File: src/rtl/phy_port_pkg.sv
package phy_port_pkg;
    localparam int unsigned IDX_W   = 6;
    localparam int unsigned BYTE_W  = 8;
    localparam int unsigned WORD_W  = 32;
    // field positions in the port word
    localparam int unsigned POS_IDX  = 0;
    localparam int unsigned POS_WDAT = 8;
    localparam int unsigned POS_RDAT = 16;
    localparam int unsigned POS_WSTB = 24;
    localparam int unsigned POS_RSTB = 25;
    localparam int unsigned POS_ACK  = 26;

    typedef enum logic [1:0] {
        HS_IDLE = 2'd0,
        HS_WAIT = 2'd1,
        HS_DONE = 2'd2
    } hs_state_e;

    function automatic logic idx_present(input int unsigned idx);
        return (idx <= 8) || ((idx >= 11) && (idx <= 13));
    endfunction
endpackage

File: src/rtl/phy_port_hs.sv
module phy_port_hs
    import phy_port_pkg::*;
#(
    parameter int unsigned ACK_LAT = 3
) (
    input  logic              clk,
    input  logic              rst_n,
    input  logic              wstb_i,
    input  logic              rstb_i,
    input  logic [IDX_W-1:0]  idx_i,
    input  logic [BYTE_W-1:0] wdat_i,
    output logic              ack_o,
    output logic              bank_we_o,
    output logic              rd_load_o,
    output logic [IDX_W-1:0]  bank_idx_o,
    output logic [BYTE_W-1:0] bank_wdat_o
);
    localparam int unsigned CNT_W = $clog2(ACK_LAT + 1);

    typedef struct packed {
        hs_state_e         state;
        logic [CNT_W-1:0]  cnt;
        logic              is_wr;
        logic [IDX_W-1:0]  idx;
        logic [BYTE_W-1:0] wdat;
        logic              ack;
    } hs_t;

    hs_t hs_d, hs_q;
    logic fire;

    always_comb begin
        hs_d = hs_q;
        fire = 1'b0;
        case (hs_q.state)
            HS_IDLE: begin
                if (wstb_i || rstb_i) begin
                    hs_d.state = HS_WAIT;
                    hs_d.cnt   = CNT_W'(1);
                    hs_d.is_wr = wstb_i;
                    hs_d.idx   = idx_i;
                    hs_d.wdat  = wdat_i;
                end
            end
            HS_WAIT: begin
                if (hs_q.cnt == CNT_W'(ACK_LAT)) begin
                    fire       = 1'b1;
                    hs_d.state = HS_DONE;
                    hs_d.ack   = 1'b1;
                end else begin
                    hs_d.cnt = hs_q.cnt + CNT_W'(1);
                end
            end
            HS_DONE: begin
                if (!wstb_i && !rstb_i) begin
                    hs_d.state = HS_IDLE;
                    hs_d.ack   = 1'b0;
                end
            end
            default: hs_d.state = HS_IDLE;
        endcase
    end

    always_ff @(posedge clk or negedge rst_n) begin
        if (!rst_n) begin
            hs_q <= '{state: HS_IDLE, default: '0};
        end else begin
            hs_q <= hs_d;
        end
    end

    assign ack_o       = hs_q.ack;
    assign bank_we_o   = fire && hs_q.is_wr;
    assign rd_load_o   = fire && !hs_q.is_wr;
    assign bank_idx_o  = hs_q.idx;
    assign bank_wdat_o = hs_q.wdat;


    ack_hold_chk: assert property (@(posedge clk) disable iff (!rst_n)
        (ack_o && (wstb_i || rstb_i)) |=> ack_o);

    ack_drop_chk: assert property (@(posedge clk) disable iff (!rst_n)
        (ack_o && !wstb_i && !rstb_i) |=> !ack_o);

    cnt_bound_chk: assert property (@(posedge clk) disable iff (!rst_n)
        hs_q.cnt <= CNT_W'(ACK_LAT));

    both_write_chk: assert property (@(posedge clk) disable iff (!rst_n)
        (hs_q.state == HS_IDLE && wstb_i && rstb_i) |=> hs_q.is_wr);
endmodule

File: src/rtl/phy_delay_bank.sv
module phy_delay_bank
    import phy_port_pkg::*;
#(
    parameter int unsigned TAP_CNT = 14
) (
    input  logic                      clk,
    input  logic                      rst_n,
    input  logic                      we_i,
    input  logic [IDX_W-1:0]          idx_i,
    input  logic [BYTE_W-1:0]         wdat_i,
    output logic [BYTE_W-1:0]         rdat_o,
    output logic [TAP_CNT*BYTE_W-1:0] taps_o
);
    localparam int unsigned SLOTS = 1 << IDX_W;

    logic [SLOTS-1:0][BYTE_W-1:0] cells;

    for (genvar g = 0; g < SLOTS; g++) begin : g_slot
        if (idx_present(g)) begin : g_reg
            logic [BYTE_W-1:0] cell_d, cell_q;
            always_comb begin
                cell_d = cell_q;
                if (we_i && (idx_i == IDX_W'(g))) cell_d = wdat_i;
            end
            always_ff @(posedge clk or negedge rst_n) begin
                if (!rst_n) cell_q <= '0;
                else        cell_q <= cell_d;
            end
            assign cells[g] = cell_q;
        end else begin : g_hole
            assign cells[g] = '0;
        end
    end

    assign rdat_o = cells[idx_i];
    assign taps_o = cells[TAP_CNT-1:0];


    one_cell_chk: assert property (@(posedge clk) disable iff (!rst_n)
        !we_i |=> $stable(cells));
endmodule

File: src/rtl/phy_dly_port.sv
module phy_dly_port
    import phy_port_pkg::*;
#(
    parameter int unsigned ACK_LAT = 3,
    parameter int unsigned TAP_CNT = 14
) (
    input  logic                      clk,
    input  logic                      rst_n,
    input  logic                      bus_wr,
    input  logic [31:0]               bus_wdata,
    output logic [31:0]               bus_rdata,
    output logic [TAP_CNT*8-1:0]      dly_taps
);
    typedef struct packed {
        logic [IDX_W-1:0]  idx;
        logic [BYTE_W-1:0] wdat;
        logic [BYTE_W-1:0] rdat;
        logic              wstb;
        logic              rstb;
    } port_t;

    port_t pt_d, pt_q;
    logic              ack, bank_we, rd_load;
    logic [IDX_W-1:0]  bank_idx;
    logic [BYTE_W-1:0] bank_wdat, bank_rdat;
    logic              unused_bits;

    assign unused_bits = ^{bus_wdata[31:27], bus_wdata[23:16], bus_wdata[7:6]};

    always_comb begin
        pt_d = pt_q;
        if (bus_wr) begin
            pt_d.idx  = bus_wdata[POS_IDX  +: IDX_W];
            pt_d.wdat = bus_wdata[POS_WDAT +: BYTE_W];
            pt_d.wstb = bus_wdata[POS_WSTB];
            pt_d.rstb = bus_wdata[POS_RSTB];
        end
        if (rd_load) pt_d.rdat = bank_rdat;
    end

    always_ff @(posedge clk or negedge rst_n) begin
        if (!rst_n) pt_q <= '0;
        else        pt_q <= pt_d;
    end

    always_comb begin
        bus_rdata = '0;
        bus_rdata[POS_IDX  +: IDX_W]  = pt_q.idx;
        bus_rdata[POS_WDAT +: BYTE_W] = pt_q.wdat;
        bus_rdata[POS_RDAT +: BYTE_W] = pt_q.rdat;
        bus_rdata[POS_WSTB]           = pt_q.wstb;
        bus_rdata[POS_RSTB]           = pt_q.rstb;
        bus_rdata[POS_ACK]            = ack;
    end

    phy_port_hs #(.ACK_LAT(ACK_LAT)) u_hs (
        .clk         (clk),
        .rst_n       (rst_n),
        .wstb_i      (pt_q.wstb),
        .rstb_i      (pt_q.rstb),
        .idx_i       (pt_q.idx),
        .wdat_i      (pt_q.wdat),
        .ack_o       (ack),
        .bank_we_o   (bank_we),
        .rd_load_o   (rd_load),
        .bank_idx_o  (bank_idx),
        .bank_wdat_o (bank_wdat)
    );

    phy_delay_bank #(.TAP_CNT(TAP_CNT)) u_bank (
        .clk    (clk),
        .rst_n  (rst_n),
        .we_i   (bank_we),
        .idx_i  (bank_idx),
        .wdat_i (bank_wdat),
        .rdat_o (bank_rdat),
        .taps_o (dly_taps)
    );


    rdat_hold_chk: assert property (@(posedge clk) disable iff (!rst_n)
        ack |=> $stable(pt_q.rdat));

    we_ack_chk: assert property (@(posedge clk) disable iff (!rst_n)
        bank_we |=> ack);

    single_access_chk: assert property (@(posedge clk) disable iff (!rst_n)
        (bank_we || rd_load) |=> !(bank_we || rd_load));
endmodule

File: config.mk
export PLATFORM = sky130hd
export DESIGN_NAME = phy_dly_port
export DESIGN_NICKNAME = d
export VERILOG_FILES = /design/src/rtl/phy_port_pkg.sv /design/src/rtl/phy_port_hs.sv /design/src/rtl/phy_delay_bank.sv /design/src/rtl/phy_dly_port.sv
export SDC_FILE = /design/constraint.sdc
export NUM_CORES = 1
export LEC_CHECK = 0
export BUFFER_PORTS_ARGS = -buffer_cell sky130_fd_sc_hd__clkbuf_2
export CAP_MARGIN = 10
export CORE_UTILIZATION = 25
export CTS_CLUSTER_SIZE = 30
export DETAILED_ROUTE_END_ITERATION = 6
export GPL_ROUTABILITY_DRIVEN = 0
export GPL_TIMING_DRIVEN = 0
export SYNTH_ARGS = -nofsm -noshare
export SYNTH_HDL_FRONTEND = slang
export SYNTH_SLANG_ARGS = --single-unit
File: constraint.sdc
create_clock -name clk -period 1.6 [get_ports clk]
set_input_delay 0.16 -clock clk [delete_from_list [all_inputs] [get_ports clk]]
set_output_delay 0.16 -clock clk [all_outputs]
set_load 0.02 [all_outputs]
# ---- Yosys cells after proc, flatten, opt, wreduce, memory -nomap -nowiden
# Index checks and enable logic that the tools add are counted.
dict set report classes {
  add_sub_neg 1
  order_cmp 1
  eq_ne 18
  mux 13
  n_reduce_logical 27
}
# cell n
set ops {}
lappend ops {{8-bit binary-select mux with 6-bit select} 1}
lappend ops {{6-bit by 3-bit == test with 1-bit output, second input constant} 4}
lappend ops {{6-bit by 4-bit == test with 1-bit output, second input constant} 4}
lappend ops {{19-bit 2-to-1 mux} 1}
lappend ops {{1-bit logical AND} 15}
lappend ops {{6-bit by 2-bit == test with 1-bit output, second input constant} 2}
lappend ops {{3-bit AND reduction} 3}
lappend ops {{8-bit 2-to-1 mux} 1}
lappend ops {{6-bit by 7-bit less-than comparator with 1-bit output, second input constant} 1}
lappend ops {{6-bit by 1-bit == test with 1-bit output, second input constant} 1}
lappend ops {{6-bit logical NOT} 1}
lappend ops {{2-bit 2-to-1 mux} 3}
lappend ops {{2-bit by 1-bit != test with 1-bit output, second input constant} 3}
lappend ops {{2-bit case mux with 3 select lines} 1}
lappend ops {{2-bit == test, second input constant} 2}
lappend ops {{1-bit 2-to-1 mux} 4}
lappend ops {{2-bit case mux with 2 select lines} 1}
lappend ops {{2-bit nonzero test} 2}
lappend ops {{1-bit logical NOT} 3}
lappend ops {{2-bit by 1-bit adder with 2-bit output, second input constant} 1}
lappend ops {{2-bit by 1-bit == test with 1-bit output, second input constant} 1}
lappend ops {{2-bit logical NOT} 1}
lappend ops {{2-bit != test, second input constant} 1}
lappend ops {{1-bit case mux with 2 select lines} 1}
lappend ops {{2 further kinds} 2}
dict set report totals {
  register_bits 140
  input_bits 35
  word_cells 83
}

# ---- Longest topological paths before layout
# Gate-level depths: netlist of run 1.
dict set report depth {
  word_depth 5
  depth_mapped 7
  ltp_nobuf 6
}

# ---- By module
# Synthesis of run 1 repeated with hierarchy kept, for this count alone.
dict set report hier_totals {
  cells_unflattened 451
  hier_area_um2 6556.3
}
# mod n_inst cells_per_inst area_per_inst_um2 seq_area_each_um2
set by_module_without_submodules {}
lappend by_module_without_submodules {phy_delay_bank 1 317 4568.1 2402.3}
lappend by_module_without_submodules {phy_dly_port 1 60 1008.5 600.6}
lappend by_module_without_submodules {phy_port_hs 1 74 979.7 500.5}

# ---- Least setup slack after synthesis of run 1
# Ideal clock, no wire load.
dict set report synth_path {
  path_type {register -> register}
  from {reg u_hs.hs_q[19] (netlist bit)}
  to {reg u_bank.g_slot[0].g_reg.cell_q[0]}
  setup_time_ns 0.125
  arrival_ns 1.638
  required_ns 1.475
  setup_slack_ns -0.163
  stages_incl_launch_ff 8
  n_path_buf 1
  period_less_slack_ns 1.763
  cell_sequence {dfrtp_1 inv_1 ha_1 nand3_1 nor3_4 buf_6 nand3_2 mux2_2}
}
dict set report synth_via {
  elab_chain_len 4
}
# item line_no
set synth_lines {}
lappend synth_lines {{start: declaration} phy_port_hs.sv:29} ;# hs_t hs_d, hs_q;
lappend synth_lines {{start signal: assignment} phy_port_hs.sv:68} ;# hs_q <= hs_d;
lappend synth_lines {{2-bit by 1-bit == test with 1-bit output} phy_port_hs.sv:35} ;# case (hs_q.state)
lappend synth_lines {{1-bit 2-to-1 mux} phy_port_hs.sv:35}
lappend synth_lines {{1-bit logical AND} phy_port_hs.sv:73} ;# assign bank_we_o = fire && hs_q.is_wr;
lappend synth_lines {{1-bit logical AND} phy_delay_bank.sv:23} ;# if (we_i && (idx_i == IDX_W'(g))) cell_d = wdat_i;
lappend synth_lines {{end signal: assignment} phy_delay_bank.sv:27} ;# else cell_q <= cell_d;
lappend synth_lines {{end: declaration} phy_delay_bank.sv:20} ;# logic [BYTE_W-1:0] cell_d, cell_q;
# Every way passes these cells.
# A chain may end at the register's enable or synchronous reset.

# ---- Worst setup path after layout of run 1
dict set report layout_path {
  from {reg u_hs.hs_q[17] (netlist bit)}
  to {reg u_bank.g_slot[11].g_reg.cell_q[0]}
}
dict set report layout_via {
  elab_chain_len 5
}
# item line_no
set layout_lines {}
lappend layout_lines {{2-bit == test} phy_port_hs.sv:46} ;# if (hs_q.cnt == CNT_W'(ACK_LAT)) begin
lappend layout_lines {{1-bit 2-to-1 mux} phy_port_hs.sv:46}
lappend layout_lines {{1-bit 2-to-1 mux} phy_port_hs.sv:35}
lappend layout_lines {{1-bit logical AND} phy_port_hs.sv:73}
lappend layout_lines {{1-bit logical AND} phy_delay_bank.sv:23}
lappend layout_lines {{end signal: assignment} phy_delay_bank.sv:27}
lappend layout_lines {{end: declaration} phy_delay_bank.sv:20}
# Every way passes these cells.

==> results, run 1 <==
- The run finished, with violations left.
- The final reports fail on negative setup slack.
- Static timing analysis puts the maximum clock frequency at 0.541 GHz.
- The instance count along the most critical hold path is 2.
- The most instantiated flip-flop cell in the synthesis netlist is dfrtp_1.
- Clock latency on the worst-skew pair, taken at its later pin, is ~420 ps.
- The clock passes through at most 2 buffers.
- The biggest area contributor in the post-synthesis netlist is dfrtp_1.
- The CTS tree is yes.
- Once the floorplan was initialized, standard cells occupied between 20% and 30% of the core.
- The async set-or-reset flop fraction in the synthesized netlist is 100%.
- The area overhead of the layout relative to synthesis is 38.4%.
- The root cell of the clock tree is clkbuf_16.
- The worst slack at placement is -547 ps.
- Synthesis instantiated 36 different standard cells from the library.
- The clock tree synthesis step divided the H-tree into 4 levels.
- In the final timing run, aggregate negative setup slack is -18,610 ps.
- The post-synthesis compound-gate area fraction is under 10%.
- The worst setup slack for register-to-register paths is -250 ps.
- The number of instances in the synthesized netlist is ~510.
- The total number of placement rows is 59.
- The number of I/O pins is approximately 180.
- The final hold slack is ~220 ps.
- The number of antenna diodes is 0.
- By area, the combinational part of the netlist is dominated by multiplexers.
- After detailed routing, the number of remaining DRC violations is 0.
- The max-capacitance violation count is 0.
- The fraction of synthesized area in multiplexers is 27.6%.
- Setup violations remaining at the end of the flow were counted as ~100.
- Dividing the detail-routed wire length by the instance count gives between 15 and 20 um.
- The maximum number of pins on one net before global-route repair is around 70.
- The type of the setup path with the least slack is flip-flop to flip-flop.
- The number of antenna violations at the first check in global routing was 0.
- The sink count of the clock tree is 140.
- At the pin with the least slew margin, the transition time is between 700 and 800 ps.
- The count of endpoints failing hold in the final timing report is 0.
- Counting flops with a built-in enable in the synthesized netlist gives 0.
- The kind of end point of the critical path is a flip-flop.
- The commonest cells after synthesis are dfrtp_1, mux2_2, mux2i_1.
- The x dimension of the die is 165 um.
- For this design the ratio of total power to cell area is approximately 1600 nW/um^2.
- After Yosys synthesis, and, or, nand and nor cells account for ~8.8% of the synthesized area.
- For the worst flop-to-flop path, the logic depth is 8.
- After filler insertion, the fill cell instance count of the layout stands at 2,629.
- Setup repair after global routing could not meet its margin everywhere.
- After Yosys synthesis, full adders, half adders and majority gates account for 0.756% of the synthesized area.
- The fraction of layout instances using a drive strength above 1 is 56.1%.
- The arrival time at the worst endpoint is 2150 ps.
- The final global-route overflow total is 0.
- The first-pass detailed-route iteration total is 4.
- The static leakage power is about 4.6 nW.
- The worst max-slew margin expressed relative to the limit is between 50% and 60%.
- During synthesis, Yosys emitted a total of 0 warnings.
- The routed design has 20.2 mm of wire.
- The minimum setup slack in the final design is -248 ps.
- After detailed routing, the number of vias per cell comes to around 4.4.
- The via count of the first global-routing pass is 4,818.
- The number of nets in the layout is between 700 and 800.
- The startpoint of the worst hold path is bus_wr.
- The class of the tightest hold or removal check is input port to flip-flop.
- The portion of the clock cycle consumed by the worst path in the final layout is 116%.
- The number of standard cells in the layout, taps in and fillers out is around 1,100.
- On the final layout, the worst clock skew is ~7.1 ps.
- The core footprint is ~26,000 sq um.
- The data required time at the worst endpoint is ~1900 ps.
- STA classifies the critical path startpoint as a flip-flop.
- The aggregate global-route resource usage is ~15%.
- After synthesis the cells add up to 6620 sq um.
- For this run, the register share of the synthesized area comes to a little over half.
- The vias after detailed routing is approximately 4,800.
- After the first detailed-routing iteration, the DRC count stood at between 150 and 200.
- The number of buffers inserted by port buffering is between 100 and 150.
- The post-synthesis share of cell area spent on xor and xnor gates is 0%.
- The endpoint identified for the worst register-to-register timing path is u_bank.g_slot[11].g_reg.cell_q[0]$_DFFE_PN0P_.
- The vertical extent of the die is between 150 and 200 um.
- Summed over all nets, the half-perimeter wirelength after detailed placement is ~14 mm.
- After detailed placement, the design holds a cell count of ~1,000.
- Counting the buffers created by CTS gives 17.
- The count of nets left with antenna violations once routing finished came out at 0.
- The peak supply drop is about 1000 uV.
- The worst register-to-register path begins at u_hs.hs_q[17]$_DFFE_PN0P_.
- The mean cell area of the mapped netlist is around 13 sq um.
- Measured on the finished design, the core utilization comes to a little over a third.
- The die covers 27,100 sq um.
- Among all cell types in the netlist, the one instantiated most often is dfrtp_1.
- The clock-pin slew on the worst setup and hold paths is ~60 ps.
- The fraction of post-synthesis cell area in the top cell type by area is a little over half.
- The worst min-delay path endpoint is bus_rdata[1]$_DFFE_PN0P_.
- The wire length of the first global-routing pass is between 20 and 30 mm.
- The synthesized flop and latch total is between 100 and 150.
- In the post-synthesis netlist, the biggest area contributors are dfrtp_1, mux2_2, mux2i_1.
- The number of max-slew violations in the final report is 0.
- The critical-path maximum fanout is 8.
- The post-layout minimum cycle time is 1850 ps.
==> stage by stage <==
step	power [mW]	instance area, sq um
finish	15.0	9160
global route	15.8	9160
CTS	14.4	8850
detailed placement	10.2	7870
global placement	10.1	7840
floorplan	8.30	6730
==> critical path, cell delays in order (launching register included) <==
cell,delay [ps]
dfrtp_1,350
ha_2,180
buf_6,100
nand3_4,60
nor3_4,200
buf_6,160
buf_12,130
nand4_4,200
mux2_4,350
==> layout make-up <==
type	instances	area, sq um	area share, %
Multi-Input combinational cell	325	3100	33.8
Timing Repair Buffer	185	1150	12.6
Clock buffer	24	472	5.15
Tap cell	335	419	4.58
Inverter	4	15.0	0.164
Buffer	54	430	4.70
Clock inverter	8	67.6	0.738
Sequential cell	140	3510	38.3
==> how the worst max path moves through the flow <==
stage / from / endpoint / slack, ps / depth (start not counted)
2_1_floorplan: u_hs.hs_q[19]$_DFFE_PN0P_ / u_bank.g_slot[4].g_reg.cell_q[0]$_DFFE_PN0P_ / -150 / 7
3_3_place_gp: rst_n / u_bank.g_slot[13].g_reg.cell_q[5]$_DFFE_PN0P_ / -2100 / 1
3_5_place_dp: u_hs.hs_q[19]$_DFFE_PN0P_ / bus_rdata[21]$_DFFE_PN0P_ / -550 / 7
4_1_cts: u_hs.hs_q[17]$_DFFE_PN0P_ / u_bank.g_slot[11].g_reg.cell_q[0]$_DFFE_PN0P_ / -300 / 8
5_1_grt: u_hs.hs_q[19]$_DFFE_PN0P_ / u_bank.g_slot[13].g_reg.cell_q[4]$_DFFE_PN0P_ / -330 / 8
6_report: u_hs.hs_q[17]$_DFFE_PN0P_ / u_bank.g_slot[11].g_reg.cell_q[0]$_DFFE_PN0P_ / -250 / 8
==> repair_timing <==
action | in CTS | in global routing
gates cloned | 1 | 1
hold endpoints to repair | 85 | 0
setup endpoints to repair | 113 | 118
setup buffers | 13 | 16
hold buffers | 17 | 0
pin swaps | 4 | 15
gates resized for setup | 34 | 68
==> kinds of logic after synthesis <==
logic type / Yosys count
other cells: 1
fa+ha+maj: 4
compound gates: 47
buf+inv: 63
mux: 167
simple gates: 84
flops: 140
==> registers in the layout, indices dropped and copies added, names as in the netlist <==
name and cells:
u_hs.hs_q 5, u_hs.ack_o 1, u_bank.g_slot.g_reg.cell_q 96, u_hs.bank_wdat_o 8, bus_rdata 24, u_hs.bank_idx_o 6
==> metal layers <==
| layer | global-route usage (%) | wire [um] |
|---|---|---|
| met2 | 24.5 | 9710 |
| met4 | 3.38 | 179 |
| met1 | 19.9 | 8950 |
| met5 | 0 | 0 |
| met3 | 5.05 | 1390 |
==> power by group <==
group / switching, mW / total [mW] / leakage, nW / internal, mW
sequential: 0.684 / 4.98 / 1.87 / 4.29
combinational: 3.69 / 6.34 / 2.45 / 2.64
clock: 1.47 / 3.67 / 0.268 / 2.20
total: 5.85 / 15.0 / 4.58 / 9.14
==> cell usage in the layout, fill, tap and decap left out, types with 7 or more instances in the layout <==
cell,synthesis,layout
clkbuf_2,0,141
dfrtp_1,140,138
mux2_2,126,118
buf_4,29,51
mux2i_1,41,39
conb_1,1,23
clkbuf_16,0,18
dlygate4sd3_1,0,17
nand3_1,17,16
clkbuf_1,16,14
a22oi_1,17,13
nand2_1,12,12
nor2_1,13,10
nand3_4,0,8
mux2_4,0,8
nand4b_1,8,8
buf_6,1,7
a21oi_2,0,7
No activity file was read; power rests on OpenSTA's default activity.
==> run 2, diff against run 1 <==
Settings changed: CORE_MARGIN set to 2.
==> run 2 against run 1 <==
The flow still finishes with violations (negative setup slack); combinational power increased by 2%; clock skew about the same; die area up 2.4%; sequential power rose by 1%; sequential cell count is the same; non-clock buffer count shrank 3; count of clock-buffer cells in the layout shrank 3; hold slack lost 7.1 ps; critical endpoint is now u_bank.g_slot[13].g_reg.cell_q[4]$_DFFE_PN0P_.
==> results, run 2 (same netlist as run 1, synthesis figures left out) <==
- The final routed wire length divided by cell count is 19.0 um (+1.1%).
- The total number of placement rows is 59 (unchanged).
- The instance count along the most critical hold path is 2 (unchanged).
- The met2 wire length is 9.79 mm (+0.79%).
- The vertical extent of the die is 167 um (+1.2%).
- The core footprint came to 26,100 sq um (+0.28%).
- The post-layout minimum cycle time is 1810 ps (-38.6 ps).
- The worst register-to-register path ends at u_bank.g_slot[13].g_reg.cell_q[4]$_DFFE_PN0P_.
- The fraction of layout instances using a drive strength above 1 is 57.8% (+1.7 points).
- The register with the most flip-flops is u_bank.g_slot.g_reg.cell_q.
- The post-route DRC violation count came to 0 (unchanged).
- The sink count of the clock tree is 140 (unchanged).
- The count of nets left with antenna violations after detail routing is 0 (unchanged).
- The final hold slack is 209 ps (-7.10 ps).
- The worst slack at placement is -534 ps (+13.5 ps).
- The data required time at the worst endpoint is 1900 ps (about the same).
- The power per cell area is 1700 nW/um^2 (+4.0%).
- The total chip power is 15.9 mW (+6.2%).
- The number of max-slew violations in the final report came to 0 (unchanged).
- The arrival time at the worst endpoint is 2110 ps (-40 ps).
- The kind of end point of the critical path is a flip-flop.
- The clock-pin slew on the worst setup and hold paths is 60 ps (about the same).
- The most common cell after layout, fill and taps aside is clkbuf_2.
- The launching element type of the critical path is a flip-flop.
- The maximum cell stage delay along the critical path is 380 ps (+30 ps).
- The vias after detailed routing is 4,754 (-0.084%).
- The run finished, with violations left.
- The maximum number of pins on one net before global-route repair is 79 (+9.7%).
- The max-capacitance violation count is 0 (unchanged).
- The path class of the tightest hold or removal check is input port to flip-flop.
- The sum of routed wire length over all layers is 20.4 mm (+0.80%).
- The starting density of the core is 25.4% (-0.072 points).
- The number of antenna diodes is 0 (unchanged).
- The aggregate global-route resource usage is 14.5% (-0.84 points).
- The number of setup violations in the final report is 97 (-2.0%).
- The root cell of the clock tree is clkbuf_16.
- The worst setup slack for register-to-register paths is -210 ps (+40 ps).
- The clock buffer count from CTS is 17 (unchanged).
- The peak supply drop came to 684 uV (-32%).
- The slew at the pin with the worst max-slew slack is 681 ps (-27.5 ps).
- The sum of negative setup slack was -13,250 ps (+5360 ps).
- The worst max-slew margin expressed relative to the limit is 54.6% (+1.8 points).
- The type of the setup path with the least slack is flip-flop to flip-flop.
- The final reports fail on negative setup slack.
- Leaving out fill and tap cells, the most frequent cells in the layout are clkbuf_2, dfrtp_1, mux2_2.
- The number of buffers on the longest clock path is 2 (unchanged).
- The reg-to-reg startpoint is u_hs.hs_q[19]$_DFFE_PN0P_.
- The number of cells traversed by the worst register-to-register path is 8 (unchanged).
- The wire length of the first global-routing pass is 30.0 mm (+0.14%).
- The count of endpoints failing hold in the final timing report is 0 (unchanged).
- The detailed-routed wire length on met3 is 1.48 mm (+6.2%).
- The area of the die is 27,800 sq um (+2.4%).
- The number of H-tree levels came to 4 (unchanged).
- From synthesis to final layout, the design area changed by 41.2%.
- The static leakage power is 4.60 nW (+0.50%).
- The number of I/O pins came to 179 (unchanged).
- The minimum setup slack in the final design is -210 ps (+38.6 ps).
- The CTS tree is yes.
- For hold timing, the worst endpoint is bus_rdata[0]$_DFFE_PN0P_.
- The final global-route overflow total is 0 (unchanged).
- The highest metal layer carrying signal wires in the routed design is met4.
- The number of buffers inserted by port buffering is 138 (unchanged).
- The placement-stage cell area is 7870 sq um (unchanged).
- Among all stages on the critical path, the largest delay is contributed by dfrtp_1.
- The source-to-sink clock delay at the later pin of the worst-skew pair is 420 ps (about the same).
- The number of antenna violations at the first check in global routing is 0 (unchanged).
- The first-pass detailed-route iteration total is 4 (unchanged).
- The x dimension of the die is 167 um (+1.2%).
- The number of flip-flops in the largest register came to 96 (unchanged).
- The number of vias per cell is 4.43 (+0.20%).
- The clock skew is 7.16 ps (+0.0793 ps).
- The top achievable clock speed came to 0.553 GHz (+2.1%).
- The final instance area came to 9350 sq um (+2.1%).
- The number of DRC markers in iteration 0 is 197 (+21%).
- The detailed placement HPWL came to 14.4 mm (+0.57%).
- The startpoint of the worst hold path is bus_wr.
- The critical-path maximum fanout came to 8 (unchanged).
- The via count of the first global-routing pass is 4,751 (-1.4%).
- Setup repair after global routing could not meet its margin everywhere.
- The met1 wire length is 8.95 mm (about the same).
- Traced cell by cell, the critical path runs through inv_2 > ha_4 > nand3_4 > nor3_4 > buf_12 > buf_6 > nand4_4 > mux2_4.
- The portion of the clock cycle consumed by the worst path in the final layout is 113% (-2.4 points).
- The number of nets in the layout is 763 (-0.39%).
-- run 2: cell types whose count changed in the layout (fill, tap and decap cells not counted), moves of 4 or more --
cell       delta
bufinv_16     +4
buf_4         -6
mux2_2        +5
mux2_4        -5
a22oi_1       -5
mux2i_2       +4
a22oi_2       +5
mux2i_1       -6
-- run 2: how the worst max path moves through the flow --
| stage | from | slack [ps] | cells after the start | end |
|---|---|---|---|---|
| 2_1_floorplan | u_hs.hs_q[19]$_DFFE_PN0P_ | -150 | 7 | u_bank.g_slot[4].g_reg.cell_q[0]$_DFFE_PN0P_ |
| 3_3_place_gp | rst_n | -2110 | 1 | u_bank.g_slot[13].g_reg.cell_q[2]$_DFFE_PN0P_ |
| 3_5_place_dp | u_hs.hs_q[19]$_DFFE_PN0P_ | -530 | 7 | bus_rdata[22]$_DFFE_PN0P_ |
| 4_1_cts | u_hs.hs_q[17]$_DFFE_PN0P_ | -290 | 8 | u_bank.g_slot[13].g_reg.cell_q[4]$_DFFE_PN0P_ |
| 5_1_grt | u_hs.hs_q[19]$_DFFE_PN0P_ | -270 | 8 | u_bank.g_slot[13].g_reg.cell_q[4]$_DFFE_PN0P_ |
| 6_report | u_hs.hs_q[19]$_DFFE_PN0P_ | -210 | 8 | u_bank.g_slot[13].g_reg.cell_q[4]$_DFFE_PN0P_ |
-- run 2: layer usage --
layer	up-vias	GRT usage, %
li1	2214	-
met1	2364	18.9
met2	158	23.4
met3	18	4.63
met4	0	3.19
met5	-	0
-- run 2: area by class of cell --
cell class,instances,area (sq um)
fillers,2557,16700
inverters,4,15.0
multi-input cells,325,3150
flip-flops and latches,140,3510
clock inverters,11,190
well taps,335,419
clock buffers,21,460
repair buffers,183,1180
plain buffers,53,437
-- run 2: critical path: cells and delay by family, from the launching register on --
family                     cells  cell delay, ps
buffers and inverters          3             330
adders and majority gates      1             160
muxes                          1             370
and+or+nand+nor                3             450
DFF                            1             380
-- run 2: report_power, final --
| group | leakage (nW) | total [mW] | internal (mW) | switching, mW |
|---|---|---|---|---|
| sequential | 1.87 | 5.05 | 4.29 | 0.763 |
| combinational | 2.42 | 6.46 | 2.77 | 3.69 |
| clock | 0.317 | 4.40 | 2.85 | 1.55 |
| total | 4.60 | 15.9 | 9.91 | 6.01 |
-- run 2: through the flow --
stage          instances  util (%)
6_report            1072      35.9
5_1_grt             1072      35.9
4_1_cts             1060      34.4
3_5_place_dp        1002      30.2
3_3_place_gp        1001      30.1
2_1_floorplan        528         -
-- run 2: timing repair --
action                                  in CTS  in global routing
hold buffers                                17                  0
pin swaps                                    3                 24
endpoints found under the setup margin     113                104
resized for setup                           39                 70
buffers inserted                            10                 13
cloned                                       1                  3
hold endpoints to repair                    78                  0
==> run 3, diff against run 2 <==
Settings changed: REMOVE_ABC_BUFFERS set to 1.
==> run 3 against run 2 <==
The flow still finishes with violations (negative setup slack); utilization is 0.74 points lower; sequential cell count stayed put; first-iteration DRC count is 13% higher; sequential power is 10% higher; combinational power is 9.6% lower; worst setup slack worse by 45 ps; clock power is 2% higher; power hardly changed; design area is 2.1% lower; hold slack better by 57 ps; clock skew is 0.60 ps higher; critical path depth stayed put; largest cell class unchanged; largest power group unchanged.
==> results, run 3 (same netlist as run 1, synthesis figures left out) <==
- The flow ran to the end, but the final reports show violations.
- The final reports fail on negative setup slack.
- The reg-to-reg startpoint is u_hs.hs_q[19]$_DFFE_PN0P_.
- The number of antenna violations at the first check in global routing is 0 (unchanged).
- The data required time at the worst endpoint is 1900 ps (about the same).
- TritonCTS built the clock tree.
- The placement-stage cell area is 7560 sq um (-3.9%).
- The portion of the clock cycle consumed by the worst path in the final layout is 116% (+2.8 points).
- The critical path is of the flip-flop to flip-flop type.
- The vertical extent of the die was 167 um (unchanged).
- The clock-pin slew on the worst setup and hold paths was 60 ps (about the same).
- The clock skew came to 7.75 ps (+0.596 ps).
- The number of cells traversed by the worst register-to-register path was 8 (unchanged).
- The number of I/O pins is 179 (unchanged).
- The worst setup slack for register-to-register paths is -250 ps (-50 ps).
- The slew at the pin with the worst max-slew slack is 688 ps (+6.59 ps).
- The maximum number of pins on one net before global-route repair was 86 (+8.9%).
- The worst max-slew margin expressed relative to the limit is 54.1% (-0.44 points).
- The vias after detailed routing is 4,699 (-1.2%).
- The kind of cell with the highest combined delay on the critical path is simple AND/OR/NAND/NOR gates.
- For this design, the slowest cell found on the critical path is dfrtp_1.
- The post-route DRC violation count is 0 (unchanged).
- The final instance area came to 9160 sq um (-2.1%).
- The number of antenna diodes is 0 (unchanged).
- The arrival time at the worst endpoint is 2150 ps (+40 ps).
- u_bank.g_slot.g_reg.cell_q holds more flip-flops than any other register.
- The critical-path maximum fanout was 8 (unchanged).
- The class of the tightest hold or removal check is input port to async pin.
- The total number of placement rows is 59 (unchanged).
- The area of the die is 27,800 sq um (unchanged).
- The launching element type of the critical path is a flip-flop.
- The worst register-to-register path ends at u_bank.g_slot[12].g_reg.cell_q[6]$_DFFE_PN0P_.
- The area overhead of the layout relative to synthesis is 38.3%.
- The static leakage power came to 4.53 nW (-1.6%).
- The sum of routed wire length over all layers is 20.8 mm (+1.8%).
- The final global-route overflow total was 0 (unchanged).
- The clock buffer count from CTS was 17 (unchanged).
- The count of nets left with antenna violations after detail routing is 0 (unchanged).
- The number of buffers on the longest clock path is 2 (unchanged).
- The worst slack at placement is -1070 ps (-538 ps).
- The number of nets in the layout came to 731 (-4.2%).
- The wire length of the first global-routing pass is 30.0 mm (about the same).
- The root cell of the clock tree is clkbuf_16.
- The library cells used most frequently in the layout, excluding fill and tap cells, are clkbuf_2, dfrtp_1, mux2_2.
- The starting density of the core is 25.4% (unchanged).
- Setup repair after global routing could not meet its margin everywhere.
- The max-capacitance violation count was 0 (unchanged).
- The number of max-slew violations in the final report came to 0 (unchanged).
- The number of buffers inserted by port buffering is 139 (+0.72%).
- The number of setup violations in the final report is 102 (+5.2%).
- The number of DRC markers in iteration 0 came to 222 (+13%).
- The power per cell area is 1740 nW/um^2 (+2.1%).
- The aggregate global-route resource usage is 14.7% (+0.21 points).
- The worst setup path is captured at a flip-flop.
- The critical path goes through inv_2 > ha_4 > nand3_4 > nor3_4 > buf_6 > buf_8 > nand4_4 > mux2_4.
- The first-pass detailed-route iteration total is 6 (+2).
- The minimum setup slack in the final design came to -255 ps (-45.2 ps).
- The number of H-tree levels came to 4 (unchanged).
- The fraction of layout instances using a drive strength above 1 is 56.7% (-1.1 points).
- The final routed wire length divided by cell count came to 20.0 um (+5.0%).
- The final standard cell utilization of the core was 35.1% (-0.74 points).
- The sink count of the clock tree is 140 (unchanged).
- The number of vias per cell came to 4.52 (+1.9%).
- The peak supply drop was 872 uV (+27%).
- The number of flip-flops in the largest register is 96 (unchanged).
- The maximum cell stage delay along the critical path was 390 ps (about the same).
- The source-to-sink clock delay at the later pin of the worst-skew pair came to 420 ps (about the same).
- The total chip power is 15.9 mW (about the same).
- The post-layout minimum cycle time is 1850 ps (+45.2 ps).
- The sum of negative setup slack is -16,790 ps (-3550 ps).
- The buffering stage count on the worst path with inverters included is 3 (unchanged).
- The count of endpoints failing hold in the final timing report was 0 (unchanged).
- Leaving out fill and tap cells, the most frequent cell in the layout is clkbuf_2.
- The x dimension of the die is 167 um (unchanged).
- The core footprint is 26,100 sq um (unchanged).
- The via count of the first global-routing pass is 4,629 (-2.6%).
- The detailed placement HPWL is 13.2 mm (-8.4%).
- The top achievable clock speed was 0.539 GHz (-2.4%).
## run 3: cell types whose count changed in the layout (fill, tap and decap cells not counted), moves of 7 or more
cell      change
buf_4        -20
buf_6         +7
clkbuf_1     -11
mux2i_1       +8
## run 3: cell type report
cell class	instances	area [sq um]
inverters	4	15.0
fillers	2623	16900
clock inverters	8	151
clock buffers	24	522
repair buffers	204	1410
well taps	335	419
flip-flops and latches	140	3510
multi-input cells	325	3130
## run 3: stage by stage
stage	hold slack [ps]	cells
after floorplan	-136	469
after global placement	393	943
after detailed placement	173	947
after CTS	284	1020
after global routing	301	1040
final	267	1040
## run 3: worst max-delay path by stage
stage	end	start	depth (start not counted)
3_5_place_dp	u_bank.g_slot[13].g_reg.cell_q[2]$_DFFE_PN0P_	u_hs.hs_q[16]$_DFFE_PN0P_	5
4_1_cts	u_bank.g_slot[12].g_reg.cell_q[6]$_DFFE_PN0P_	u_hs.hs_q[19]$_DFFE_PN0P_	9
5_1_grt	u_bank.g_slot[12].g_reg.cell_q[6]$_DFFE_PN0P_	u_hs.hs_q[19]$_DFFE_PN0P_	8
2_1_floorplan	u_bank.g_slot[0].g_reg.cell_q[0]$_DFFE_PN0P_	u_hs.bank_idx_o[0]$_DFFE_PN0P_	3
6_report	u_bank.g_slot[12].g_reg.cell_q[6]$_DFFE_PN0P_	u_hs.hs_q[19]$_DFFE_PN0P_	8
3_3_place_gp	u_bank.g_slot[3].g_reg.cell_q[0]$_DFFE_PN0P_	u_hs.bank_idx_o[0]$_DFFE_PN0P_	2
## run 3: power by group
part           internal, mW  total [mW]  switching, mW  leakage [nW]
clock network          2.91        4.49           1.58         0.321
logic                  2.61        5.84           3.22          2.34
registers              4.29        5.58           1.28          1.87
total                  9.82        15.9           6.09          4.53
## run 3: per-layer routing
metal / part of all wire [%] / global-route usage (%)
met5: 0 / 0
met4: 1.2 / 3.79
met3: 4.1 / 3.11
met2: 47 / 22.9
met1: 48 / 20.7
## run 3: timing repair
action | CTS | global route
gates cloned | 2 | 1
hold endpoints to repair | 71 | 0
hold buffers | 17 | 0
buffers inserted | 22 | 22
endpoints found under the setup margin | 115 | 110
pin swaps | 3 | 20
gates resized for setup | 45 | 49
